### config.mk
export PLATFORM = sky130hd
export DESIGN_NAME = sc_scaled_adder
export DESIGN_NICKNAME = d
export VERILOG_FILES = /design/src/rtl/sc_pkg.sv /design/src/rtl/sc_lfsr.sv /design/src/rtl/sc_window_counter.sv /design/src/rtl/sc_scaled_adder.sv
export SDC_FILE = /design/constraint.sdc
export NUM_CORES = 1
export LEC_CHECK = 0
export CAP_MARGIN = 10
export CORE_MARGIN = 2
export CORE_UTILIZATION = 52
export CTS_BUF_LIST = sky130_fd_sc_hd__clkbuf_4 sky130_fd_sc_hd__clkbuf_8
export DETAILED_ROUTE_END_ITERATION = 8
export PLACE_DENSITY = 0.84
export SLEW_MARGIN = 10
export SYNTH_ARGS = -nofsm -noshare
export SYNTH_HDL_FRONTEND = slang
export SYNTH_SLANG_ARGS = --single-unit
export TNS_END_PERCENT = 10
### constraint.sdc
create_clock -name clk_i -period 3.4 [get_ports clk_i]
set_input_delay 0.68 -clock clk_i [delete_from_list [all_inputs] [get_ports clk_i]]
set_output_delay 0.68 -clock clk_i [all_outputs]
set_load 0.05 [all_outputs]
### src/rtl/sc_pkg.sv
package sc_pkg;

    // Feedback mask for a right-shifting Galois generator of maximal length.
    function automatic logic [15:0] lfsr_mask(input int unsigned width);
        case (width)
            4:       return 16'h000C;
            5:       return 16'h0014;
            6:       return 16'h0030;
            7:       return 16'h0060;
            8:       return 16'h00B8;
            9:       return 16'h0110;
            10:      return 16'h0240;
            11:      return 16'h0500;
            12:      return 16'h0E08;
            13:      return 16'h1C80;
            14:      return 16'h3802;
            15:      return 16'h6000;
            default: return 16'hD008;
        endcase
    endfunction

    // Distinct non-zero seed for generator number idx.
    function automatic logic [15:0] lfsr_seed(input int unsigned idx, input int unsigned width);
        logic [31:0] raw;
        logic [15:0] cut;
        raw = (idx + 32'd1) * 32'h0000_9E37 + 32'h0000_0A5B;
        cut = raw[15:0] & ((16'h1 << width) - 16'h1);
        if (cut == 16'h0) begin
            cut = 16'h1;
        end
        return cut;
    endfunction

    localparam int unsigned NUM_GEN = 3;
    localparam int unsigned GEN_A   = 0;
    localparam int unsigned GEN_B   = 1;
    localparam int unsigned GEN_SEL = 2;

endpackage

### src/rtl/sc_lfsr.sv
module sc_lfsr #(
    parameter int unsigned W    = 8,
    parameter logic [15:0] SEED = 16'h0001
) (
    input  logic         clk_i,
    input  logic         rst_i,
    input  logic         adv_i,
    output logic [W-1:0] rnd_o
);
    localparam logic [W-1:0] MASK  = W'(sc_pkg::lfsr_mask(W));
    localparam logic [W-1:0] START = W'(SEED);

    typedef struct packed {
        logic [W-1:0] st;
    } gen_t;

    gen_t gen_d, gen_q;

    always_comb begin
        gen_d = gen_q;
        if (adv_i) begin
            gen_d.st = (gen_q.st >> 1) ^ (gen_q.st[0] ? MASK : '0);
        end
    end

    always_ff @(posedge clk_i) begin
        if (rst_i) begin
            gen_q.st <= START;
        end else begin
            gen_q <= gen_d;
        end
    end

    assign rnd_o = gen_q.st;

endmodule

### src/rtl/sc_window_counter.sv
module sc_window_counter #(
    parameter int unsigned W = 8
) (
    input  logic         clk_i,
    input  logic         rst_i,
    input  logic         start_i,
    input  logic         bit_i,
    output logic         busy_o,
    output logic         done_o,
    output logic [W:0]   ones_o,
    output logic [W-1:0] result_o
);
    localparam logic [W-1:0] LAST_CYC = '1;

    typedef struct packed {
        logic         busy;
        logic         done;
        logic [W-1:0] cyc;
        logic [W:0]   ones;
        logic [W-1:0] result;
    } win_t;

    win_t win_d, win_q;
    logic [W:0] total;

    always_comb begin
        win_d      = win_q;
        win_d.done = 1'b0;
        total      = win_q.ones + (W+1)'(bit_i);
        if (!win_q.busy) begin
            if (start_i) begin
                win_d.busy = 1'b1;
                win_d.cyc  = '0;
                win_d.ones = '0;
            end
        end else begin
            win_d.ones = total;
            win_d.cyc  = win_q.cyc + W'(1);
            if (win_q.cyc == LAST_CYC) begin
                win_d.busy   = 1'b0;
                win_d.done   = 1'b1;
                win_d.result = total[W] ? '1 : total[W-1:0];
            end
        end
    end

    always_ff @(posedge clk_i) begin
        if (rst_i) begin
            win_q.busy   <= 1'b0;
            win_q.done   <= 1'b0;
            win_q.cyc    <= '0;
            win_q.ones   <= '0;
            win_q.result <= '0;
        end else begin
            win_q <= win_d;
        end
    end

    assign busy_o   = win_q.busy;
    assign done_o   = win_q.done;
    assign ones_o   = win_q.ones;
    assign result_o = win_q.result;

endmodule

### src/rtl/sc_scaled_adder.sv
module sc_scaled_adder #(
    parameter int unsigned W = 8
) (
    input  logic         clk_i,
    input  logic         rst_i,
    input  logic         start_i,
    input  logic [W-1:0] op_a_i,
    input  logic [W-1:0] op_b_i,
    output logic [W-1:0] sum_o,
    output logic         done_o,
    output logic         stream_o
);
    localparam int unsigned NG = sc_pkg::NUM_GEN;

    logic [W-1:0] rnd [NG];
    logic [W-1:0] rnd_b_rev;
    logic         busy;
    logic         bit_a;
    logic         bit_b;
    logic         sel_bit;
    logic         mux_bit;
    logic [W:0]   ones;

    // Three generators with distinct seeds; all advance only inside a window.
    for (genvar g = 0; g < NG; g++) begin : g_gen
        sc_lfsr #(
            .W    (W),
            .SEED (sc_pkg::lfsr_seed(g, W))
        ) u_lfsr (
            .clk_i (clk_i),
            .rst_i (rst_i),
            .adv_i (busy),
            .rnd_o (rnd[g])
        );
    end

    // Bit-reversed sample decorrelates the B comparator further.
    for (genvar k = 0; k < W; k++) begin : g_rev
        assign rnd_b_rev[k] = rnd[sc_pkg::GEN_B][W-1-k];
    end

    assign bit_a    = op_a_i > rnd[sc_pkg::GEN_A];
    assign bit_b    = op_b_i > rnd_b_rev;
    assign sel_bit  = rnd[sc_pkg::GEN_SEL][W-1];
    assign mux_bit  = sel_bit ? bit_b : bit_a;
    assign stream_o = busy & mux_bit;

    sc_window_counter #(
        .W (W)
    ) u_win (
        .clk_i    (clk_i),
        .rst_i    (rst_i),
        .start_i  (start_i),
        .bit_i    (mux_bit),
        .busy_o   (busy),
        .done_o   (done_o),
        .ones_o   (ones),
        .result_o (sum_o)
    );

endmodule

==> metrics <==
met2 global-route usage=0.274; pwr dens=418 nW/um^2; worst-path fanout max=3; Peak Freq=315 MHz; GR peak layer=met2; crit-path cells=clkdlybuf4s50_1, ha_1, a21oi_1, o21a_1, a311oi_1, a211o_1, and2_1, buf_12; CP arrival=2.49 ns; worst reg2reg path depth=14; I/O pins=29; share of cells above drive strength 1=0.0696; Max-slew headroom=0.474; VDD IR-drop max=0.190 mV; most instantiated cells after synthesis=dfxtp_1, nor2_1, nand2_1; Slew Viols, Final=0; Die H=74.6 microns; Tmin final=3.17 ns; vias=1984; syn_area_per_cell=8.63 sq um; synth top area cells=dfxtp_1, ha_1, nor2_1; asr flop ratio synth=0; final setup vio count=0; Hold-fix buffers, CTS=0; die area=5560 sq um; DP HPWL=3.23 mm; post-synth top area share=0.394; clock latency on the worst-skew pair=0.30 ns; Worst Hold Depth=2; Via density=5.18; initial core utilization=0.544; first-pass GRT wire length=7.42 mm; area grow syn2layout=15.3%; port bufs=28; Rows=25; number of diodes=0; period utilization=0.934; WHS Endpoint=u_win.result_o[0]$_SDFFE_PP0P_; Final GP Congestion=0.776; initial DRC count=121; critical path data required time=2.72 ns; post-layout net count=353; Worst-path clk slew=0.09 ns; reg-to-reg setup timing slack=0.61 ns; maximum buffer depth of the clock tree=2; post-route ant nets=0; post-CTS sizing=0; synthesized net count=338; largest net degree at the start of global routing=50; mapped cell area=2590 sq um; Max Cap Viol=0; status=finished clean; synth unique cells=38; slowest stage delay, CP=0.40 ns; RR Endpoint=u_win.result_o[5]$_SDFFE_PP0P_; CP bufs+invs=2; Top FF cell, synth=dfxtp_1; Slew @ Worst Pin=0.787 ns; postcts setup bufs=0; DRT Pass-1 Iters=4; CTS HTree Levels=2; area of the core=4750 sq um; reg2reg start=g_gen[1].u_lfsr.rnd_o[0]$_SDFFE_PP1P_; Hold Vio Cnt, Final=0; Slowest-stage cell, CP=clkdlybuf4s50_1; Setup crit start kind=primary input; CTS tree=built; Clock Skew=0.00942 ns; area leader, netlist=dfxtp_1; met3 usage=0.0339; most frequent cell after synthesis=dfxtp_1; static leakage=1.23 nW; Post-synth EDFFs=0; CP top delay family=compound AO/OA/AOI/OAI gates; DRC viols=0; initial antenna violation count=0; Num CTS Buffers=5; RSZ-0062 raised after global routing=false; worst setup path start=op_a_i[7]; clock sink count=51; number of global-route vias before repair=1685; total grt overflow=0; Setup Crit Path Kind=in -> out; yosys warns=0; Hold Crit Class=reg -> reg; register area share after synthesis=0.394; Setup crit end kind=primary output; root buffer cell=clkbuf_8; Finished Core Util=0.628; width of the chip=74.6 microns; met1 usage=0.231; Mapped Cells=300; HP Start=u_win.result_o[0]$_SDFFE_PP0P_; final WL=4.51 mm; final setup TNS=0 ns; GRT Overall Usage=0.173; Synth Register Bits=51; routed len/inst=11.8 microns
-- layout make-up --
class	instances	area, sq um
sequential	51	1020
fill	413	1770
multi-input combinational	208	1380
tap	67	83.8
clock inverter	2	35.0
timing repair buffer	31	313
inverter	18	67.6
clock buffer	6	82.6
-- cells by family (layout without fill, tap and decap cells) --
family	count (synthesis)	after routing	synth area share
simple gates	106	106	0.196
fa+ha+maj	19	19	0.0918
xor+xnor	18	18	0.0638
flops	51	51	0.394
mux	14	14	0.0556
compound gates	51	51	0.126
buf+inv	41	57	0.0725
-- metrics by stage --
stage / power (mW) / hold slack [ns] / setup slack, ns / std cells / area, sq um
after global placement: 0.830 / 0.426 / 0.0613 / 375 / 2870
after global routing: 1.31 / 0.471 / 0.152 / 383 / 2980
after CTS: 1.26 / 0.444 / 0.222 / 383 / 2980
final: 1.25 / 0.439 / 0.226 / 383 / 2980
after detailed placement: 0.837 / 0.431 / 0.00314 / 375 / 2870
after floorplan: 0.781 / 0.417 / 0.518 / 300 / 2590
-- layout by cell type, fill, tap and decap left out, types with 2 or more instances in the layout --
cell type	Yosys	routed
o211ai_1	8	8
nor2b_1	3	3
ha_1	19	19
a21oi_1	18	18
nor2_1	36	36
mux2_2	3	3
a211oi_1	8	8
nand3_1	9	9
nor2_2	2	2
xor2_1	5	5
dfxtp_1	51	50
nor3b_1	12	12
xnor2_1	12	12
o21ai_0	8	8
mux2i_1	11	11
nand2_1	32	32
inv_1	17	17
clkdlybuf4s50_1	0	27
o21a_1	4	4
buf_4	8	3
clkbuf_8	0	6
nand4_1	4	4
-- worst max path at each step --
| stage | cells after the start | slack [ns] | to |
|---|---|---|---|
| after floorplan | 12 | 0.52 | u_win.result_o[2]$_SDFFE_PP0P_ |
| after global placement | 13 | 0.06 | u_win.result_o[2]$_SDFFE_PP0P_ |
| after detailed placement | 13 | 0.003 | u_win.result_o[2]$_SDFFE_PP0P_ |
| after CTS | 8 | 0.22 | stream_o |
| after global routing | 8 | 0.15 | stream_o |
| final | 8 | 0.23 | stream_o |
-- worst reg2reg max path, stage by stage (launching register included) --
cell and delay, ns:
dfxtp_1 0.45, inv_1 0.09, ha_1 0.32, nand4_1 0.11
o21ai_0 0.17, a21oi_1 0.08, a211o_1 0.30, ha_1 0.20
ha_1 0.24, nand3_1 0.11, nor2_2 0.05, xor2_2 0.14
buf_4 0.16, o21ai_0 0.19, nand2_1 0.07
-- power by group --
part | internal (mW) | switching [mW] | leakage [nW]
clock | 0.238 | 0.186 | 0.0612
combinational | 0.0864 | 0.0882 | 0.752
sequential | 0.622 | 0.0270 | 0.416
total | 0.947 | 0.301 | 1.23
-- sequential cells by signal, indices dropped and copies added, names as in the netlist --
signal              count
g_gen.u_lfsr.rnd_o     24
u_win.busy_o            1
u_win.done_o            1
u_win.ones_o            9
u_win.result_o          8
u_win.win_q             8
-- per-layer routing --
metal	vias to the layer above	wire, microns
met1	899	2190
met5	-	0
met2	42	2070
met3	7	178
met4	0	76
li1	1036	-
No activity file was read; power rests on OpenSTA's default activity.
